## config.mk

```make
export PLATFORM = sky130hd
export DESIGN_NAME = mem_traffic_seq
export DESIGN_NICKNAME = d
export VERILOG_FILES = /design/src/rtl/mts_pkg.sv /design/src/rtl/mts_step_counter.sv /design/src/rtl/mts_addr_mask.sv /design/src/rtl/mem_traffic_seq.sv
export SDC_FILE = /design/constraint.sdc
export NUM_CORES = 1
export LEC_CHECK = 0
export ABC_AREA = 1
export BUFFER_PORTS_ARGS = -buffer_cell sky130_fd_sc_hd__buf_2
export CAP_MARGIN = 20
export CELL_PAD_IN_SITES_DETAIL_PLACEMENT = 0
export CELL_PAD_IN_SITES_GLOBAL_PLACEMENT = 1
export CORE_UTILIZATION = 30
export CTS_BUF_LIST = sky130_fd_sc_hd__clkbuf_16
export DETAILED_ROUTE_END_ITERATION = 10
export PLACE_DENSITY = 0.7
export SKIP_LAST_GASP = 1
export SLEW_MARGIN = 20
export SYNTH_ARGS = -nofsm -noshare
export SYNTH_HDL_FRONTEND = slang
export SYNTH_SLANG_ARGS = --single-unit
```

## constraint.sdc

```tcl
create_clock -name clk -period 6.15 [get_ports clk]
set_clock_uncertainty 0.15 [all_clocks]
set_input_delay 0.3075 -clock clk [delete_from_list [all_inputs] [get_ports clk]]
set_output_delay 0.3075 -clock clk [all_outputs]
set_load 0.005 [all_outputs]
```

## src/rtl/mts_pkg.sv

```systemverilog
`timescale 1ns/1ps
// Package: shared types for the memory test traffic sequencer.
// Assumes: nothing beyond standard SystemVerilog.
package mts_pkg;

    // Phase of the sequencer: idle, write half of a block, read half
    typedef enum logic [1:0] {
        ST_IDLE = 2'd0,
        ST_WR   = 2'd1,
        ST_RD   = 2'd2
    } mts_state_e;

    // Number of address fields that can be frozen
    localparam int NUM_FIELDS = 4;

    // Bit index of each freeze enable inside the field mask input
    localparam int FLD_BG   = 0;
    localparam int FLD_BANK = 1;
    localparam int FLD_ROW  = 2;
    localparam int FLD_RANK = 3;

endpackage

```

## src/rtl/mts_step_counter.sv

```systemverilog
`timescale 1ns/1ps
// Module: mts_step_counter
// Counts up from 0 to a programmable last value. After the last value it
// wraps to 0 on the next increment. It flags when the count equals the
// last value.
// Assumes: last_val changes only while the count is 0 or while the counter
// is being cleared. clr takes priority over inc.
module mts_step_counter #(
    parameter int W = 12
) (
    input  logic         clk,
    input  logic         rst_n,
    input  logic         clr,
    input  logic         inc,
    input  logic [W-1:0] last_val,
    output logic [W-1:0] count,
    output logic         at_last
);

    // Terminal flag compares the running count against the limit
    assign at_last = (count == last_val);

    // Count register: clear, or step with wrap at the limit
    always_ff @(posedge clk) begin
        if (!rst_n) begin
            count <= '0;
        end else if (clr) begin
            count <= '0;
        end else if (inc) begin
            count <= at_last ? '0 : count + W'(1);
        end
    end


    count_range_chk: assert property (@(posedge clk) disable iff (!rst_n)
        (count <= last_val));

endmodule

```

## src/rtl/mts_addr_mask.sv

```systemverilog
`timescale 1ns/1ps
// Module: mts_addr_mask
// Builds the command address from the linear address. Each enabled field
// (bank group, bank, row, rank) takes the start address's bits, and every
// other bit follows the linear address.
// Assumes: the layout from the least significant bit is column, bank group,
// bank, row, rank, and the field widths add up to at most ADDR_W.
module mts_addr_mask
    import mts_pkg::*;
#(
    parameter int ADDR_W = 25,
    parameter int COL_W  = 10,
    parameter int BG_W   = 2,
    parameter int BANK_W = 2,
    parameter int ROW_W  = 10,
    parameter int RANK_W = 1
) (
    input  logic [ADDR_W-1:0]     lin_addr,
    input  logic [ADDR_W-1:0]     base_ref,
    input  logic [NUM_FIELDS-1:0] mask_en,
    output logic [ADDR_W-1:0]     out_addr
);

    localparam int LO_BG   = COL_W;
    localparam int LO_BANK = LO_BG + BG_W;
    localparam int LO_ROW  = LO_BANK + BANK_W;
    localparam int LO_RANK = LO_ROW + ROW_W;

    localparam int FLD_LO [NUM_FIELDS] = '{LO_BG, LO_BANK, LO_ROW, LO_RANK};
    localparam int FLD_WD [NUM_FIELDS] = '{BG_W, BANK_W, ROW_W, RANK_W};

    logic [ADDR_W-1:0] fld_mask [NUM_FIELDS];
    logic [ADDR_W-1:0] frozen;

    // One constant bit mask per field, gated by its enable
    for (genvar f = 0; f < NUM_FIELDS; f++) begin : g_field
        localparam logic [ADDR_W-1:0] FM =
            ADDR_W'(((64'd1 << FLD_WD[f]) - 64'd1) << FLD_LO[f]);
        assign fld_mask[f] = mask_en[f] ? FM : '0;
    end

    // Merge the enabled field masks into one frozen-bit vector
    always_comb begin
        frozen = '0;
        for (int i = 0; i < NUM_FIELDS; i++) begin
            frozen = frozen | fld_mask[i];
        end
    end

    // Frozen bits come from the start address, the rest from the walk
    assign out_addr = (lin_addr & ~frozen) | (base_ref & frozen);

endmodule

```

## src/rtl/mem_traffic_seq.sv

```systemverilog
`timescale 1ns/1ps
// Module: mem_traffic_seq (top)
// Sequences the write-then-read blocks of a memory test run on a
// valid/ready command port. It nests three levels of counting: loops,
// addresses within a block, and repeats of each address. Reads revisit the
// block's write addresses by offset from the block base.
// Assumes: the downstream port may hold cmd_ready low for any number of
// cycles. Configuration is sampled only when a start is accepted.
module mem_traffic_seq
    import mts_pkg::*;
#(
    parameter int ADDR_W = 25,
    parameter int CNT_W  = 12,
    parameter int REP_W  = 8,
    parameter int COL_W  = 10,
    parameter int BG_W   = 2,
    parameter int BANK_W = 2,
    parameter int ROW_W  = 10,
    parameter int RANK_W = 1
) (
    input  logic                  clk,
    input  logic                  rst_n,
    input  logic                  start,
    input  logic [CNT_W-1:0]      cfg_loops,
    input  logic [CNT_W-1:0]      cfg_wr_per_blk,
    input  logic [CNT_W-1:0]      cfg_rd_per_blk,
    input  logic [REP_W-1:0]      cfg_wr_rep,
    input  logic [REP_W-1:0]      cfg_rd_rep,
    input  logic [ADDR_W-1:0]     cfg_start_addr,
    input  logic                  cfg_ret_start,
    input  logic [NUM_FIELDS-1:0] cfg_field_mask,
    output logic                  cmd_valid,
    input  logic                  cmd_ready,
    output logic                  cmd_write,
    output logic [ADDR_W-1:0]     cmd_addr,
    output logic                  busy,
    output logic                  done
);

    localparam logic [CNT_W-1:0] CNT_ONE = CNT_W'(1);
    localparam logic [REP_W-1:0] REP_ONE = REP_W'(1);

    // Captured configuration
    logic [CNT_W-1:0]      loops_q, wpb_q, rpb_q;
    logic [REP_W-1:0]      wrep_q, rrep_q;
    logic [ADDR_W-1:0]     start_q;
    logic                  ret_q;
    logic [NUM_FIELDS-1:0] mask_q;

    mts_state_e        state_q;
    logic [ADDR_W-1:0] base_q;
    logic              done_q;

    logic go, acc, in_wr, in_rd;
    logic item_done, wr_item, rd_item, loop_end, finish;
    logic [REP_W-1:0] rep_last_val, rep_cnt;
    logic [CNT_W-1:0] wr_idx, rd_cnt, rd_off, loop_cnt;
    logic rep_at_last, wr_at_last, rd_at_last, rd_off_last, loop_at_last;
    logic [ADDR_W-1:0] lin_addr;

    // Handshake and phase decode
    assign go        = start && (state_q == ST_IDLE);
    assign in_wr     = (state_q == ST_WR);
    assign in_rd     = (state_q == ST_RD);
    assign acc       = cmd_valid && cmd_ready;
    assign item_done = acc && rep_at_last;
    assign wr_item   = item_done && in_wr;
    assign rd_item   = item_done && in_rd;
    assign loop_end  = rd_item && rd_at_last;
    assign finish    = loop_end && loop_at_last;

    // The repeat limit follows the current phase
    assign rep_last_val = in_wr ? (wrep_q - REP_ONE) : (rrep_q - REP_ONE);

    // Configuration capture on an accepted start, with zero taken as one
    always_ff @(posedge clk) begin
        if (!rst_n) begin
            loops_q <= '0;
            wpb_q   <= '0;
            rpb_q   <= '0;
            wrep_q  <= '0;
            rrep_q  <= '0;
            start_q <= '0;
            ret_q   <= 1'b0;
            mask_q  <= '0;
        end else if (go) begin
            loops_q <= (cfg_loops      == '0) ? CNT_ONE : cfg_loops;
            wpb_q   <= (cfg_wr_per_blk == '0) ? CNT_ONE : cfg_wr_per_blk;
            rpb_q   <= (cfg_rd_per_blk == '0) ? CNT_ONE : cfg_rd_per_blk;
            wrep_q  <= (cfg_wr_rep     == '0) ? REP_ONE : cfg_wr_rep;
            rrep_q  <= (cfg_rd_rep     == '0) ? REP_ONE : cfg_rd_rep;
            start_q <= cfg_start_addr;
            ret_q   <= cfg_ret_start;
            mask_q  <= cfg_field_mask;
        end
    end

    // Phase sequencing: idle -> writes -> reads -> writes ... -> idle
    always_ff @(posedge clk) begin
        if (!rst_n) begin
            state_q <= ST_IDLE;
        end else if (go) begin
            state_q <= ST_WR;
        end else if (wr_item && wr_at_last) begin
            state_q <= ST_RD;
        end else if (loop_end) begin
            state_q <= finish ? ST_IDLE : ST_WR;
        end
    end

    // Block base: loaded at start, then advanced or rewound per loop
    always_ff @(posedge clk) begin
        if (!rst_n) begin
            base_q <= '0;
        end else if (go) begin
            base_q <= cfg_start_addr;
        end else if (loop_end && !finish) begin
            base_q <= ret_q ? start_q : base_q + ADDR_W'(wpb_q);
        end
    end

    // End-of-run pulse
    always_ff @(posedge clk) begin
        if (!rst_n) begin
            done_q <= 1'b0;
        end else begin
            done_q <= finish;
        end
    end

    // Repeats of the current address
    mts_step_counter #(.W(REP_W)) u_rep_cnt (
        .clk(clk), .rst_n(rst_n), .clr(go), .inc(acc),
        .last_val(rep_last_val), .count(rep_cnt), .at_last(rep_at_last)
    );

    // Unique write index within the block
    mts_step_counter #(.W(CNT_W)) u_wr_cnt (
        .clk(clk), .rst_n(rst_n), .clr(go), .inc(wr_item),
        .last_val(wpb_q - CNT_ONE), .count(wr_idx), .at_last(wr_at_last)
    );

    // Read item count within the block
    mts_step_counter #(.W(CNT_W)) u_rd_cnt (
        .clk(clk), .rst_n(rst_n), .clr(go), .inc(rd_item),
        .last_val(rpb_q - CNT_ONE), .count(rd_cnt), .at_last(rd_at_last)
    );

    // Read offset into the written range, wrapping at writes per block
    mts_step_counter #(.W(CNT_W)) u_rd_off (
        .clk(clk), .rst_n(rst_n), .clr(go || loop_end), .inc(rd_item),
        .last_val(wpb_q - CNT_ONE), .count(rd_off), .at_last(rd_off_last)
    );

    // Loop count within the run
    mts_step_counter #(.W(CNT_W)) u_loop_cnt (
        .clk(clk), .rst_n(rst_n), .clr(go), .inc(loop_end),
        .last_val(loops_q - CNT_ONE), .count(loop_cnt), .at_last(loop_at_last)
    );

    // Linear address of the current command
    assign lin_addr = base_q + ADDR_W'(in_wr ? wr_idx : rd_off);

    // Field freezing on the way out
    mts_addr_mask #(
        .ADDR_W(ADDR_W), .COL_W(COL_W), .BG_W(BG_W),
        .BANK_W(BANK_W), .ROW_W(ROW_W), .RANK_W(RANK_W)
    ) u_mask (
        .lin_addr(lin_addr), .base_ref(start_q),
        .mask_en(mask_q), .out_addr(cmd_addr)
    );

    assign cmd_valid = (state_q != ST_IDLE);
    assign cmd_write = in_wr;
    assign busy      = (state_q != ST_IDLE);
    assign done      = done_q;


    cmd_hold_chk: assert property (@(posedge clk) disable iff (!rst_n)
        cmd_valid && !cmd_ready |=> cmd_valid && $stable(cmd_addr) && $stable(cmd_write));


    rep_stall_chk: assert property (@(posedge clk) disable iff (!rst_n)
        cmd_valid && !cmd_ready |=> rep_cnt == $past(rep_cnt));


    done_idle_chk: assert property (@(posedge clk) disable iff (!rst_n)
        done |-> !busy && !cmd_valid);


    done_pulse_chk: assert property (@(posedge clk) disable iff (!rst_n)
        done |=> !done);


    busy_start_chk: assert property (@(posedge clk) disable iff (!rst_n)
        busy && start |=> $stable(start_q) && $stable(loops_q) && $stable(wpb_q));


    cfg_nonzero_chk: assert property (@(posedge clk) disable iff (!rst_n)
        busy |-> (loops_q != '0) && (wpb_q != '0) && (rpb_q != '0) &&
                 (wrep_q != '0) && (rrep_q != '0));


    loop_range_chk: assert property (@(posedge clk) disable iff (!rst_n)
        busy |-> loop_cnt < loops_q);


    rd_range_chk: assert property (@(posedge clk) disable iff (!rst_n)
        busy |-> rd_cnt < rpb_q);


    rd_wrap_chk: assert property (@(posedge clk) disable iff (!rst_n)
        rd_item && rd_off_last && !loop_end |=> rd_off == '0);

endmodule

```

# == Yosys cells after proc, flatten, opt, wreduce, memory -nomap -nowiden ==
# Index checks and enable logic that the tools add are counted.
# W data, S select, Z words.
# word_totals
reg_bits,166
in_bits,86
output_inout_bits,29
# op_classes
n_addsub,12
eq_ne,7
muxes,23
bitwise,8
reduce_logical,23
# op_table
op,n
$mux W12,9
$mux W25,4
$or A25 B25 Y25,4
$add A25 B12 Y25,2
$and A25 B25 Y25,2
$add A12 B1 Y12 const B,4
$eq A12 B12 Y1,4
$logic_not A12 Y1,3
$sub A12 B1 Y12 const B,3
$mux W8,4
$not A25 Y25,1
$mux W24,1
$logic_not A8 Y1,2
$sub A8 B1 Y8 const B,2
$mux W14,1
$logic_and A1 B1 Y1,9
$add A8 B1 Y8 const B,1
$eq A8 B8 Y1,1
$reduce_bool A2 Y1,3
$mux W2,2
$reduce_or A2 Y1,2
$reduce_bool A3 Y1,1
$eq A2 B1 Y1 const B,1
$eq A2 B2 Y1 const B,1
5 further kinds,6

# == Longest topological paths before layout ==
# depth
ltp_word,11
depth_mapped,23
depth_no_buf,21

# == Modules after synthesis ==
# Synthesis repeated with hierarchy kept, for this count alone.
# unflattened
hier_cells,1744
area_unflattened_um2,11249.5
# by_module_without_submodules
module,instances,cells_each,area_per_inst_um2,seq_area_each_um2
mem_traffic_seq,1,1108,7365.8,2202.1
mts_step_counter at u_loop_cnt ...,4,123,773.2,240.2
mts_step_counter at u_rep_cnt,1,84,520.5,160.2
mts_addr_mask,1,60,270.3,0.0

# == Worst setup path after synthesis ==
# No wires, ideal clock.
# synth_timing
path_type,reg2out
from,reg state_q[1]
to,out cmd_addr[17]
arrival_time_ns,2.771
required_time_ns,5.693
setup_slack_ns,2.922
path_stages_with_launch,16
cell_sequence,dfxtp_1 inv_2 nand2_2 buf_2 clkbuf_1 o21ai_0 ha_1 nand3_1 nand3_1 a21oi_1 o21ai_0 a21boi_0 o21bai_1 nand2_1 xor2_1 o21ai_0
# synth_via
elab_chain_cells,5
# synth_lines
item,line,rtl
from (decl),mem_traffic_seq.sv:50,mts_state_e state_q;
from (signal assigned),mem_traffic_seq.sv:107,state_q <= finish ? ST_IDLE : ST_WR;
$eq A2 B1 Y1,mem_traffic_seq.sv:63,assign in_wr = (state_q == ST_WR);
$mux W12,mem_traffic_seq.sv:162,assign lin_addr = base_q + ADDR_W'(in_wr ? wr_idx : rd_off);
$add A25 B12 Y25,mem_traffic_seq.sv:162,
$and A25 B25 Y25,mts_addr_mask.sv:51,assign out_addr = (lin_addr & ~frozen) | (base_ref & frozen);
$or A25 B25 Y25,mts_addr_mask.sv:51,
to (decl),mem_traffic_seq.sv:35,"output logic [ADDR_W-1:0] cmd_addr,"
# No other way between the ends.

# == Worst setup path in the final report ==
# layout_timing
from,reg state_q[1]
to,out cmd_addr[21]
# The elaborated chain is that of the path after synthesis.

==> reports/metrics.cfg <==
[logic_synthesis]
async_reset_ff_share_pct=0
synth-edff-count=0
yosys_most_used_dff=dfxtp_1
synth_nets=1857
synthCells=1736
synth_area_per_cell_sq_um=6.46
synth_cell_types=42
yosysWarnings=0
syn_area_sq_um=11200
ys_ff_latch=166
yosysSeqAreaShare_pct=29.6

[worst_setup_path]
timing.rr.start=state_q[0]$_SDFFE_PN0P_
required_ns=5.69
r2r_slack_ns=2.07
cp-end-kind=output pin
arrival_ns=4.18
r2r-end=base_q[14]$_SDFFE_PN0P_
start_kind=flop
ff2ff_path_depth=17
critPathKind=flop to output pin
crit_fanout=39

[pwr]
comb_power_share_pct=22.5
p_switching_uw=981
powerDensity_nw_per_um2=226
ir_worst_vdd_mv=0.197
p_int_mw=2.00
swShare_pct=32.9
power.share.clock_pct=37.7
seqPwrFrac_pct=39.8
p_leak_nw=5.64

[cells_and_area]
fin_util_pct=35.9
n_antenna_cell=0
syn_to_final_growth_pct=17.4
drive_above_1_share_pct=9.82
layout.nets=1971

[sta]
relSlewSlack_pct=35.8
grt_setup_unrepaired=false
finalSetupViolCount=0
hold_violations=0
report.final.slew_viol_count=0
post-route-period-util_pct=75.4
worstMarginPinSlew_ns=0.959
timing.hold.ws_ns=0.0124
setup_tns_ns=0
fmax_ghz=0.216
period_needed_ns=4.64

[global_routing]
antenna_found_initial=0
grt_pass1_wl_microns=56400
grt_max_degree=71
grt_pass1_vias=10900
groute.usage.overall_pct=18.6
grt_overflow=0

[die]
initial_core_util_pct=30.6
dieArea_sq_um=38200
boundaryPins=115
die_w_microns=195
die_y_microns=195
core.rowCount=70
core-area_sq_um=36700

[clock_network]
cts_resized=0
cts_tree=yes
clk_pin_slew_ns=0.07
cts_root_buffer=clkbuf_16
cts_setup_buffers=0
cts_max_level=4
clkLatencyLatePin_ns=0.45
ctsLongestPathBuffers=2
cts_buffers=17
cts_hold_buf=48
cts.sinks=166

[detailed_routing]
dr.first_iter.drc_count=768
ant_nets=0
drc=0
vias=11300
wirelength_microns=34900
drt-wirelength-per-cell_microns=15.0
viasPerCell=4.84
dr.pass1.iters=5

[worst_hold_path]
hold_start=cfg_loops[1]
worstHoldPathType=primary input to flop
whs_path_depth=3
min_to=loops_q[1]$_SDFFE_PN0P_

[placement]
io_buffers=114
hpwl_microns=25400
gp_congestion=0.897

[job]
drv_cap=0

[status]
outcome=completed

-- cell type report --
| class | count | area (sq um) |
|---|---|---|
| clock inverters | 15 | 166 |
| inverters | 201 | 754 |
| flip-flops and latches | 166 | 3320 |
| well taps | 468 | 586 |
| clock buffers | 17 | 425 |
| fillers | 4015 | 23500 |
| multi-input cells | 1296 | 6810 |
| repair buffers | 168 | 1100 |
-- Yosys cell counts (6+ instances only) --
cell type	number	area (sq um)
ha_1	33	413
o21ai_0	124	621
a21oi_1	130	651
xnor2_1	28	245
nand3_1	171	856
nand4_1	21	131
buf_2	6	30.0
dfxtp_1	166	3320
nor4_1	17	106
nor3_1	37	185
inv_2	6	22.5
inv_1	194	728
nor2_1	148	556
nand3b_1	14	105
buf_4	6	45.0
nand2_1	402	1510
xor2_1	90	788
clkbuf_1	49	184
nand2_2	7	43.8
or2_2	8	50.1
buf_1	8	30.0
o22ai_1	22	138
o211ai_1	8	60.1
-- layer usage --
metal | track usage (%) | vias up | part of all wire, % | wire length (microns)
li1 | - | 5894 | - | -
met1 | 23.5 | 5166 | 47 | 16400
met2 | 32.4 | 196 | 48 | 16800
met3 | 3.02 | 36 | 3.0 | 1050
met4 | 5.16 | 0 | 1.8 | 624
met5 | 0 | - | 0 | 0
-- flip-flops by register name, indices dropped and copies added, names as in the netlist --
name	count
ret_q	1
rpb_q	12
u_wr_cnt.count	12
state_q	2
loops_q	12
u_rep_cnt.count	8
u_rd_off.count	12
rrep_q	8
wpb_q	12
u_loop_cnt.count	12
base_q	25
mask_q	4
wrep_q	8
u_rd_cnt.count	12
start_q	25
done	1
-- logic make-up (layout without fill, tap and decap cells) --
kind of cell / after synthesis / count (layout) / synth area share [%]
AND/OR/NAND/NOR: 838 / 838 / 32.7
AO/OA/AOI/OAI: 303 / 303 / 14.3
buffers and inverters: 274 / 401 / 9.70
flip-flops: 166 / 166 / 29.6
XOR/XNOR: 120 / 120 / 9.61
adder cells (fa/ha/maj): 35 / 35 / 4.04
-- worst max-delay path: stages (launching register included) --
cell and delay (ns):
dfxtp_1 0.41, inv_2 0.10, nand2_2 0.49, o21ai_0 0.22, ha_1 0.41, nand3_1 0.09
nand3_1 0.12, a21oi_1 0.11, o21ai_0 0.43, a21boi_0 0.30, o21bai_1 0.44, nand2_1 0.12
xor2_1 0.16, o21ai_0 0.17, buf_2 0.14
-- power by group through the flow --
stage	registers, mW	logic (mW)	clock network [mW]
2_1_floorplan	1.19	0.481	0
3_3_place_gp	1.21	0.645	0
3_5_place_dp	1.21	0.650	0
4_1_cts	1.19	0.677	1.16
5_1_grt	1.19	0.761	1.20
6_report	1.19	0.670	1.12
-- layout by cell type, fill, tap and decap left out, drive strengths merged, types with 21 or more instances in the layout --
cell type and n:
a21oi 130, xnor2 28, xor2 90, nand4 21, nand3 173, o21ai 128, nor2 155, o22ai 22
nand2 409, buf 120, dfxtp 166, ha 33, nor3 37, inv 208, dlygate4sd3 48
-- worst max-delay path by stage --
stage | start | to | cells after the start
finish | state_q[1]$_SDFFE_PP0P_ | cmd_addr[21] | 14
global route | state_q[0]$_SDFFE_PN0P_ | cmd_addr[17] | 14
CTS | state_q[0]$_SDFFE_PN0P_ | cmd_addr[21] | 13
detailed placement | state_q[0]$_SDFFE_PN0P_ | cmd_addr[21] | 13
global placement | state_q[0]$_SDFFE_PN0P_ | base_q[8]$_SDFFE_PN0P_ | 17
floorplan | state_q[1]$_SDFFE_PP0P_ | cmd_addr[17] | 15
-- stage by stage --
step	total power, mW	instances	cell area, sq um	setup WS, ns
floorplan	1.67	1736	11200	2.92
global placement	1.85	2251	12100	2.15
CTS	3.02	2331	13200	1.44
global route	3.15	2331	13200	1.05
finish	2.98	2331	13200	1.51
detailed placement	1.86	2251	12100	1.96
No activity file was read; power rests on OpenSTA's default activity.
